==> src/rtl/sync_status_pkg.sv <==
package sync_status_pkg;
  localparam int unsigned HDR_BYTES = 15;
  localparam logic [119:0] HDR_VAL  = {48'h0180C2000002, 48'h0, 16'h8809, 8'h0A};
  localparam logic [119:0] HDR_CARE = {48'hFFFFFFFFFFFF, 48'h0, 16'hFFFF, 8'hFF};

  function automatic logic hdr_byte_ok(int unsigned idx, logic [7:0] b);
    logic [7:0] v;
    logic [7:0] m;
    v = HDR_VAL[119 - 8*idx -: 8];
    m = HDR_CARE[119 - 8*idx -: 8];
    return ((b ^ v) & m) == 8'h00;
  endfunction
endpackage

==> src/rtl/ssr_byte_track.sv <==
module ssr_byte_track #(
  parameter int unsigned IDX_W = 5,
  parameter int unsigned IDX_MAX = 23
) (
  input  logic             clk_i,
  input  logic             rst_ni,
  input  logic             valid_i,
  input  logic             sof_i,
  input  logic             eof_i,
  output logic             beat_o,
  output logic             last_o,
  output logic [IDX_W-1:0] idx_o
);
  logic             in_frame_q;
  logic [IDX_W-1:0] cnt_q;
  logic [IDX_W-1:0] cur_idx;

  assign beat_o  = valid_i && (sof_i || in_frame_q);
  assign last_o  = beat_o && eof_i;
  assign cur_idx = sof_i ? '0 : cnt_q;
  assign idx_o   = cur_idx;

  always_ff @(posedge clk_i or negedge rst_ni) begin
    if (!rst_ni) begin
      in_frame_q <= 1'b0;
      cnt_q      <= '0;
    end else if (beat_o) begin
      in_frame_q <= !eof_i;
      cnt_q      <= (cur_idx == IDX_W'(IDX_MAX)) ? cur_idx : cur_idx + 1'b1;
    end
  end


  idx_gap_chk: assert property (@(posedge clk_i) disable iff (!rst_ni)
    !valid_i |=> $stable(cnt_q));
endmodule

==> src/rtl/ssr_hdr_match.sv <==
module ssr_hdr_match
  import sync_status_pkg::*;
#(
  parameter int unsigned IDX_W = 5
) (
  input  logic             clk_i,
  input  logic             rst_ni,
  input  logic             beat_i,
  input  logic [IDX_W-1:0] idx_i,
  input  logic [7:0]       data_i,
  output logic             ok_o
);
  logic ok_q;
  logic in_hdr;
  logic byte_ok;

  assign in_hdr  = 32'(idx_i) < HDR_BYTES;
  assign byte_ok = in_hdr ? hdr_byte_ok(32'(idx_i), data_i) : 1'b1;
  assign ok_o    = ((idx_i == '0) ? 1'b1 : ok_q) && byte_ok;

  always_ff @(posedge clk_i or negedge rst_ni) begin
    if (!rst_ni)     ok_q <= 1'b0;
    else if (beat_i) ok_q <= ok_o;
  end


  hdr_fall_chk: assert property (@(posedge clk_i) disable iff (!rst_ni)
    $fell(ok_q) |-> $past(beat_i));
endmodule

==> src/rtl/ssr_field_cap.sv <==
module ssr_field_cap #(
  parameter int unsigned IDX_W = 5,
  parameter int unsigned FLAG_POS = 18,
  parameter int unsigned QL_POS = 22
) (
  input  logic             clk_i,
  input  logic             rst_ni,
  input  logic             beat_i,
  input  logic [IDX_W-1:0] idx_i,
  input  logic [7:0]       data_i,
  output logic [3:0]       ql_o,
  output logic             evt_o,
  output logic             reach_o
);
  logic [3:0] ql_q;
  logic       evt_q;
  logic       at_ql;
  logic       at_flag;

  assign at_ql   = idx_i == IDX_W'(QL_POS);
  assign at_flag = idx_i == IDX_W'(FLAG_POS);
  assign ql_o    = at_ql ? data_i[3:0] : ql_q;
  assign evt_o   = at_flag ? data_i[3] : evt_q;
  assign reach_o = idx_i >= IDX_W'(QL_POS);

  always_ff @(posedge clk_i or negedge rst_ni) begin
    if (!rst_ni) begin
      ql_q  <= '0;
      evt_q <= 1'b0;
    end else if (beat_i) begin
      if (at_ql)   ql_q  <= data_i[3:0];
      if (at_flag) evt_q <= data_i[3];
    end
  end
endmodule

==> src/rtl/ssr_hb_timer.sv <==
module ssr_hb_timer #(
  parameter int unsigned TIMEOUT_TICKS = 1000
) (
  input  logic clk_i,
  input  logic rst_ni,
  input  logic tick_i,
  input  logic clr_i,
  output logic timeout_o
);
  localparam int unsigned CW = $clog2(TIMEOUT_TICKS + 1);
  logic [CW-1:0] cnt_q;
  logic          to_q;

  always_ff @(posedge clk_i or negedge rst_ni) begin
    if (!rst_ni) begin
      cnt_q <= '0;
      to_q  <= 1'b0;
    end else if (clr_i) begin
      cnt_q <= '0;
      to_q  <= 1'b0;
    end else if (tick_i && !to_q) begin
      cnt_q <= cnt_q + 1'b1;
      if (cnt_q + 1'b1 == CW'(TIMEOUT_TICKS)) to_q <= 1'b1;
    end
  end

  assign timeout_o = to_q;


  to_rise_chk: assert property (@(posedge clk_i) disable iff (!rst_ni)
    $rose(to_q) |-> $past(tick_i));

  to_clr_chk: assert property (@(posedge clk_i) disable iff (!rst_ni)
    clr_i |=> !to_q);
endmodule

==> src/rtl/sync_status_rx.sv <==
module sync_status_rx #(
  parameter int unsigned FLAG_POS = 18,
  parameter int unsigned QL_POS = 22,
  parameter int unsigned TIMEOUT_TICKS = 1000
) (
  input  logic       clk_i,
  input  logic       rst_ni,
  input  logic [7:0] rx_data_i,
  input  logic       rx_valid_i,
  input  logic       rx_sof_i,
  input  logic       rx_eof_i,
  input  logic       rx_good_i,
  input  logic       tick_i,
  output logic       strobe_o,
  output logic [3:0] ql_o,
  output logic       event_o,
  output logic       timeout_o
);
  localparam int unsigned IDX_MAX = QL_POS + 1;
  localparam int unsigned IDX_W = $clog2(IDX_MAX + 1) < 5 ? 5 : $clog2(IDX_MAX + 1);

  logic             beat;
  logic             last;
  logic [IDX_W-1:0] idx;
  logic             hdr_ok;
  logic [3:0]       ql_now;
  logic             evt_now;
  logic             reach;
  logic             accept;
  logic             stb_q;
  logic [3:0]       ql_q;
  logic             evt_q;

  ssr_byte_track #(.IDX_W(IDX_W), .IDX_MAX(IDX_MAX)) u_track (
    .clk_i, .rst_ni, .valid_i(rx_valid_i), .sof_i(rx_sof_i), .eof_i(rx_eof_i),
    .beat_o(beat), .last_o(last), .idx_o(idx)
  );

  ssr_hdr_match #(.IDX_W(IDX_W)) u_hdr (
    .clk_i, .rst_ni, .beat_i(beat), .idx_i(idx), .data_i(rx_data_i), .ok_o(hdr_ok)
  );

  ssr_field_cap #(.IDX_W(IDX_W), .FLAG_POS(FLAG_POS), .QL_POS(QL_POS)) u_fld (
    .clk_i, .rst_ni, .beat_i(beat), .idx_i(idx), .data_i(rx_data_i),
    .ql_o(ql_now), .evt_o(evt_now), .reach_o(reach)
  );

  assign accept = last && rx_good_i && hdr_ok && reach;

  always_ff @(posedge clk_i or negedge rst_ni) begin
    if (!rst_ni) begin
      stb_q <= 1'b0;
      ql_q  <= '0;
      evt_q <= 1'b0;
    end else begin
      stb_q <= accept;
      if (accept) begin
        ql_q  <= ql_now;
        evt_q <= evt_now;
      end
    end
  end

  ssr_hb_timer #(.TIMEOUT_TICKS(TIMEOUT_TICKS)) u_hb (
    .clk_i, .rst_ni, .tick_i, .clr_i(stb_q), .timeout_o
  );

  assign strobe_o = stb_q;
  assign ql_o     = ql_q;
  assign event_o  = evt_q;


  stb_pulse_chk: assert property (@(posedge clk_i) disable iff (!rst_ni)
    strobe_o |=> !strobe_o);

  stb_src_chk: assert property (@(posedge clk_i) disable iff (!rst_ni)
    strobe_o |-> $past(rx_valid_i && rx_eof_i && rx_good_i));

  hold_chk: assert property (@(posedge clk_i) disable iff (!rst_ni)
    !strobe_o |-> ($stable(ql_o) && $stable(event_o)));
endmodule

==> config.mk <==
export PLATFORM = sky130hd
export DESIGN_NAME = sync_status_rx
export DESIGN_NICKNAME = d
export VERILOG_FILES = /design/src/rtl/sync_status_pkg.sv /design/src/rtl/ssr_byte_track.sv /design/src/rtl/ssr_hdr_match.sv /design/src/rtl/ssr_field_cap.sv /design/src/rtl/ssr_hb_timer.sv /design/src/rtl/sync_status_rx.sv
export SDC_FILE = /design/constraint.sdc
export NUM_CORES = 1
export LEC_CHECK = 0
export ABC_CLOCK_PERIOD_IN_PS = 1860
export BUFFER_PORTS_ARGS = -buffer_cell sky130_fd_sc_hd__buf_4
export CELL_PAD_IN_SITES_DETAIL_PLACEMENT = 1
export CELL_PAD_IN_SITES_GLOBAL_PLACEMENT = 1
export CORE_MARGIN = 5
export CORE_UTILIZATION = 41
export CTS_BUF_LIST = sky130_fd_sc_hd__clkbuf_4 sky130_fd_sc_hd__clkbuf_8
export CTS_CLUSTER_DIAMETER = 200
export DETAILED_ROUTE_END_ITERATION = 7
export PLACE_DENSITY = 0.83
export SYNTH_ARGS = -nofsm -noshare
export SYNTH_HDL_FRONTEND = slang
export SYNTH_SLANG_ARGS = --single-unit
export TNS_END_PERCENT = 1
==> constraint.sdc <==
create_clock -name clk_i -period 1.86 [get_ports clk_i]
set_input_delay 0 -clock clk_i [delete_from_list [all_inputs] [get_ports clk_i]]
set_output_delay 0 -clock clk_i [all_outputs]
set_load 0.005 [all_outputs]
=== After elaboration in Yosys (flattened, before gate mapping) ===
Index checks and enable logic that the tools add are counted.

* Register bits after elaboration: 29
* Latch bits: 0
* Memory bits (writable): 0
* Bits in read-only memories: 0
* Input port bits: 15
* Output and inout port bits: 7
* Word-level logic and storage cells: 49
* Memories kept: 0

* Add/subtract/negate cells: 3
* $mul: 0
* Divide/modulo/power cells: 0
* Order comparisons: 2
* Eq/ne operators: 4
* Shifts and indexed selects: 2
* Muxes and demuxes: 11
* Bitwise gates (word level): 2
* Reductions and logical operators: 15

{| class="wikitable"
|+ Operators by type and width
! cell !! number
|-
| indexed part select 127 x 33 -> 8 bit, first input constant || 2
|-
| two-way mux 10 bit || 2
|-
| equality test 5 bit, second input constant || 3
|-
| adder 10 x 1 -> 10 bit, second input constant || 1
|-
| equality test 10 bit, second input constant || 1
|-
| two-way mux 5 bit || 2
|-
| subtractor 7 x 8 -> 9 bit, first input constant || 1
|-
| bitwise AND 8 bit || 1
|-
| logical NOT 8 bit || 1
|-
| bitwise XOR 8 bit || 1
|-
| logical AND 1 bit || 7
|-
| two-way mux 1 bit || 6
|-
| adder 5 x 1 -> 5 bit, second input constant || 1
|-
| >= comparator 5 bit, second input constant || 1
|-
| logical NOT 5 bit || 1
|-
| less-than comparator 5 x 4 -> 1 bit, second input constant || 1
|-
| two-way mux 4 bit || 1
|-
| nonzero test 2 bit || 2
|-
| logical NOT 1 bit || 2
|-
| AND reduction 2 bit || 1
|-
| logical OR 1 bit || 1
|}

=== Longest topological paths before layout ===
* Word-level depth: 10
* Gate-level depth with buffers: 10

=== Hierarchy ===
Synthesis repeated with hierarchy kept, for this count alone.

* Cells, all modules: 208
* Area, all modules: 2075.7 sq um

{| class="wikitable"
|+ Modules (own cells, without submodules)
! module !! instances !! cells an instance !! area each (sq um) !! seq. area each (sq um)
|-
| ssr_hb_timer || 1 || 65 || 645.6 || 275.3
|-
| ssr_hdr_match || 1 || 67 || 521.8 || 25.0
|-
| ssr_byte_track || 1 || 39 || 356.6 || 150.1
|-
| ssr_field_cap || 1 || 24 || 320.3 || 125.1
|-
| sync_status_rx || 1 || 13 || 231.5 || 150.1
|}

=== Worst setup path after synthesis ===
Ideal clock, no wire load.

* Path type: register to register
* Start point: reg u_track.cnt_q[3]
* End point: reg u_fld.ql_q[0]
* Library setup time: 0.125 ns
* Data arrival time: 1.764 ns
* Data required time: 1.735 ns
* Path slack: -0.029 ns
* Cell stages (with the launch flop): 7
* Period minus slack after synthesis: 1.889 ns
* Cells stage by stage: dfrtp_1 -> clkbuf_1 -> or4_4 -> buf_6 -> or2_1 -> buf_6 -> mux2_4

* Word-level cells in the longest chain between the ends: 3

{| class="wikitable"
|+ RTL lines
! element !! RTL line !! source
|-
| start: declaration || ssr_byte_track.sv:15 || <nowiki>logic [IDX_W-1:0] cnt_q;</nowiki>
|-
| start signal: assignment || ssr_byte_track.sv:29 || <nowiki>cnt_q <= (cur_idx == IDX_W'(IDX_MAX)) ? cur_idx : cur_idx + 1'b1;</nowiki>
|-
| two-way mux 5 bit || ssr_byte_track.sv:20 || <nowiki>assign cur_idx = sof_i ? '0 : cnt_q;</nowiki>
|-
| equality test 5 bit || ssr_field_cap.sv:20 || <nowiki>assign at_ql = idx_i == IDX_W'(QL_POS);</nowiki>
|-
| two-way mux 4 bit || -- ||
|-
| end signal: assignment || ssr_field_cap.sv:31 || <nowiki>if (at_ql) ql_q <= data_i[3:0];</nowiki>
|-
| end: declaration || ssr_field_cap.sv:15 || <nowiki>logic [3:0] ql_q;</nowiki>
|}

Every way passes these cells.
A chain may end at the register's enable or synchronous reset.

=== Final worst setup path ===
* Start point: reg u_track.cnt_q[0]
* End point: reg u_hdr.ok_q

* Word-level cells in the longest chain between the ends: 8

{| class="wikitable"
|+ RTL lines
! element !! RTL line !! source
|-
| two-way mux 5 bit (*) || ssr_byte_track.sv:20 ||
|-
| subtractor 7 x 8 -> 9 bit || sync_status_pkg.sv:9, sync_status_pkg.sv:10 ||
|-
| indexed part select 127 x 33 -> 8 bit || sync_status_pkg.sv:9 || <nowiki>v = HDR_VAL[119 - 8*idx -: 8];</nowiki>
|-
| bitwise XOR 8 bit || sync_status_pkg.sv:11 || <nowiki>return ((b ^ v) & m) == 8'h00;</nowiki>
|-
| bitwise AND 8 bit || sync_status_pkg.sv:11 ||
|-
| logical NOT 8 bit || sync_status_pkg.sv:11 ||
|-
| two-way mux 1 bit || ssr_hdr_match.sv:18 || <nowiki>assign byte_ok = in_hdr ? hdr_byte_ok(32'(idx_i), data_i) : 1'b1;</nowiki>
|-
| logical AND 1 bit (*) || ssr_hdr_match.sv:19 || <nowiki>assign ok_o = ((idx_i == '0) ? 1'b1 : ok_q) && byte_ok;</nowiki>
|-
| end signal: assignment || ssr_hdr_match.sv:23 || <nowiki>else if (beat_i) ok_q <= ok_o;</nowiki>
|-
| end: declaration || ssr_hdr_match.sv:13 || <nowiki>logic ok_q;</nowiki>
|}

Mark *: on every way between the ends. The rest lies on a longest branch, timed or not.

==> flow_metrics.env <==
export IMPL_status="finished, violations left"
export IMPL_violations="setup timing"
export IMPL_cpMaxStageDelayCell="dfrtp_1"
export IMPL_ctsLongestPathBuffers=2
export IMPL_worst_pin_slew_ns=0.529
export IMPL_final_cell_area_sq_mm=0.00238
export IMPL_die_w_um=76.2
export IMPL_synth_ff_latch_count=29
export IMPL_placedInstanceArea_sq_mm=0.00211
export IMPL_postSynthAreaPerCell_sq_um=8.89
export IMPL_final_setup_skew_ns=0.00898
export IMPL_number_of_enable_flip_flop_cells_after_synthesis=0
export IMPL_total_leakage_power_nw=1.05
export IMPL_place_detailed_hpwl_um=3460
export IMPL_synth_seq_area_share=0.404
export IMPL_worst_setup_hold_path_clk_slew_ns=0.07
export IMPL_async_reset_ff_frac=1.00
export IMPL_ys_flop_type="dfrtp_1"
export IMPL_gp_congestion=0.849
export IMPL_h_tree_depth=2
export IMPL_cell_area_after_synthesis_sq_mm=0.00180
export IMPL_initial_util=0.418
export IMPL_crit_buf_inv=0
export IMPL_num_vias=1725
export IMPL_insertedDiodeCount=0
export IMPL_nets=259
export IMPL_finish_utilization=0.554
export IMPL_switching_power_mw=1.13
export IMPL_drt_pass1_iter_count=4
export IMPL_placeableCoreArea_sq_mm=0.00429
export IMPL_sw_frac_of_total=0.406
export IMPL_cpPeakStageDelay_ns=0.39
export IMPL_dieArea_sq_mm=0.00581
export IMPL_share_seq_of_total_power=0.333
export IMPL_cp_arrival_ns=2.23
export IMPL_numClockSinks=29
export IMPL_layout_setup_ws_ns=-0.170
export IMPL_synthesized_nets=219
export IMPL_cts_tree="built"
export IMPL_clock_insertion_delay_worst_skew_ns=0.29
export IMPL_die_h_um=76.2
export IMPL_finalMaxSlewViolations=0
export IMPL_share_clk_of_total_power=0.189
export IMPL_rsz_0062_raised_after_global_routing="yes"
export IMPL_drive_gt1_frac=0.333
export IMPL_internal_power_mw=1.65
export IMPL_grt_pass1_wl_um=8850
export IMPL_cp_start_kind="register"
export IMPL_row_count=24
export IMPL_timing_critical_path_cells="nand2b_1, ha_4, o21ai_2, nor4b_4, xor2_1, nor4_2, a41oi_2, a211oi_1"
export IMPL_clockRootBuffer="clkbuf_8"
export IMPL_post_drt_wl_per_cell_um=19.5
export IMPL_total_power_mw=2.78
export IMPL_via_per_inst=5.85
export IMPL_timing_final_setup_violations=1
export IMPL_fin_setup_tns_ns=-0.170
export IMPL_fmaxAchievable_mhz=493
export IMPL_syn2layout_area_growth_pct=32.4
export IMPL_ant_nets=0
export IMPL_cap_violations=0
export IMPL_numCtsBuffers=5
export IMPL_first_global_vias=1821
export IMPL_max_slew_margin_rel=0.644
export IMPL_critical_path_top_delay_family="simple AND/OR/NAND/NOR gates"
export IMPL_setup_worst_path_end_class="register"
export IMPL_combinationalPowerShare=0.478
export IMPL_remaining_drc_errors=0
export IMPL_port_buffers=21
export IMPL_grt_ovfl_total=0
export IMPL_timing_hold_violations_final=0
export IMPL_fillerInstances=489
export IMPL_finalCriticalPeriod_ns=2.03
export IMPL_antenna_violations_before_repair=0
export IMPL_pwr_density_cell_mw_per_mm2=1170
export IMPL_cp_required_ns=2.06
export IMPL_synth_lib_cells_used_distinct=48
export IMPL_ir_drop_mv=0.906
export IMPL_routed_wire_length_um=5750
export IMPL_drtIter0Drc=108
export IMPL_top_level_ports=22
export IMPL_post_synth_inst_count=202
export IMPL_final_period_utilization=1.09
export IMPL_criticalPathCategory="reg -> reg"
export IMPL_holdCritPathClass="in -> reg"
export IMPL_grt_max_degree=30
export IMPL_synth_yosys_warnings=0
export IMPL_crit_path_max_fanout=4
export IMPL_overall_routing_resource_usage=0.184
[sequential cells by signal, indices dropped and copies added (netlist names)]
name and cells:
u_fld.ql_q 4, u_hb.cnt_q 10, u_track.cnt_q 5, u_hb.timeout_o 1
u_fld.evt_q 1, u_hdr.ok_q 1, event_o 1, u_track.in_frame_q 1
strobe_o 1, ql_o 4
[worst reg2reg max path, delay by kind of cell (launching register included)]
family / cells / cell delay [ns]
compound gates: 3 / 0.48
xor+xnor: 1 / 0.15
flops: 1 / 0.39
simple gates: 3 / 0.72
fa+ha+maj: 1 / 0.21
[stage by stage]
step	cells	setup slack, ns	hold WS (ns)
after floorplan	202	-0.00999	-0.296
after detailed placement	281	-0.138	-0.0474
after global placement	281	-0.0297	-0.0466
final	295	-0.170	0.0129
after CTS	295	-0.0612	0.00253
after global routing	295	-0.260	0.0130
[timing repair]
action / CTS / global route
buffers inserted: 2 / 0
resized for setup: 10 / 17
hold endpoints to repair: 33 / 0
hold buffers: 4 / 0
pin swaps: 5 / 6
endpoints found under the setup margin: 10 / 6
[Yosys cell counts, types with 2 or more instances]
library cell,count,area share
nor3b_1,5,0.021
nor2_1,18,0.038
inv_1,3,0.0063
nand4_1,3,0.010
o21ai_1,3,0.0084
nand4b_1,2,0.0098
a21oi_1,11,0.031
nor3_1,13,0.036
o21ai_0,11,0.031
ha_1,2,0.014
clkbuf_1,8,0.017
nor4_1,4,0.014
buf_2,4,0.011
nand3_1,2,0.0056
dfrtp_1,29,0.40
xor2_1,8,0.039
buf_6,3,0.019
inv_2,2,0.0042
mux2i_1,6,0.033
a2111oi_0,2,0.0098
o31ai_1,2,0.0084
nand2_1,24,0.050
mux2_4,4,0.033
or3_1,3,0.010
nand2b_1,4,0.014
xnor2_1,3,0.015
or4_1,2,0.0084
[power by group through the flow]
stage          Clock, mW  Sequential (mW)  Combinational, mW
2_1_floorplan          0            0.849              0.659
3_3_place_gp           0            0.906               1.01
3_5_place_dp           0            0.919               1.04
4_1_cts            0.525            0.914               1.15
5_1_grt            0.554            0.943               1.43
6_report           0.527            0.926               1.33
[final timing paths]
kind,from,endpoint,slack [ns],depth (start not counted)
worst max-delay path,u_track.cnt_q[0],u_hdr.ok_q,-0.17,8
worst min-delay path,rx_data_i[0],u_fld.ql_q[0],0.01,2
worst max register to register,u_track.cnt_q[0],u_hdr.ok_q,-0.17,8
worst min register to register,ql_o[3],ql_o[3],0.49,2
max in group asynchronous,rst_ni,u_track.cnt_q[4],1.36,2
min in group asynchronous,rst_ni,u_hb.cnt_q[6],0.18,2
[final cells by class]
cell class / instances / area, sq um / share of cell area
clock inverter: 3 / 17.5 / 0.00736
tap: 52 / 65.1 / 0.0274
multi-input combinational: 153 / 1090 / 0.460
sequential: 29 / 728 / 0.306
timing repair buffer: 48 / 387 / 0.163
inverter: 5 / 18.8 / 0.00789
clock buffer: 5 / 68.8 / 0.0289
[kinds of logic (layout without fill, tap and decap cells)]
group                      count (synthesis)  count (layout)  synth area share
buffers and inverters                     20              61            0.0571
adders and majority gates                  2               2            0.0139
muxes                                     11              11            0.0731
and+or+nand+nor                           88              88             0.258
DFF                                       29              29             0.404
xor gates and xnor gates                  11              11            0.0536
AOI/OAI and AO/OA                         41              41             0.141
[placed cells by master, fill, tap and decap left out, types with 4 or more instances in the layout]
cell / synthesis / routed
o21ai_0: 11 / 10
nand2b_1: 4 / 4
a21oi_1: 11 / 11
xor2_1: 8 / 8
mux2i_1: 6 / 6
dlygate4sd3_1: 0 / 4
nor3b_1: 5 / 4
clkbuf_8: 0 / 5
nor3_1: 13 / 12
dfrtp_1: 29 / 27
nand2_1: 24 / 24
buf_4: 0 / 42
nor2_1: 18 / 18
mux2_4: 4 / 4
[routing by layer]
layer | share of wire | GRT usage | up-vias | routed length (um)
met5 | 0 | 0 | - | 0
met2 | 0.50 | 0.314 | 50 | 2890
li1 | - | - | 798 | -
met3 | 0.042 | 0.0461 | 16 | 243
met1 | 0.43 | 0.224 | 861 | 2450
met4 | 0.029 | 0.0664 | 0 | 165
Note: power is estimated with default switching activity, not from simulation.
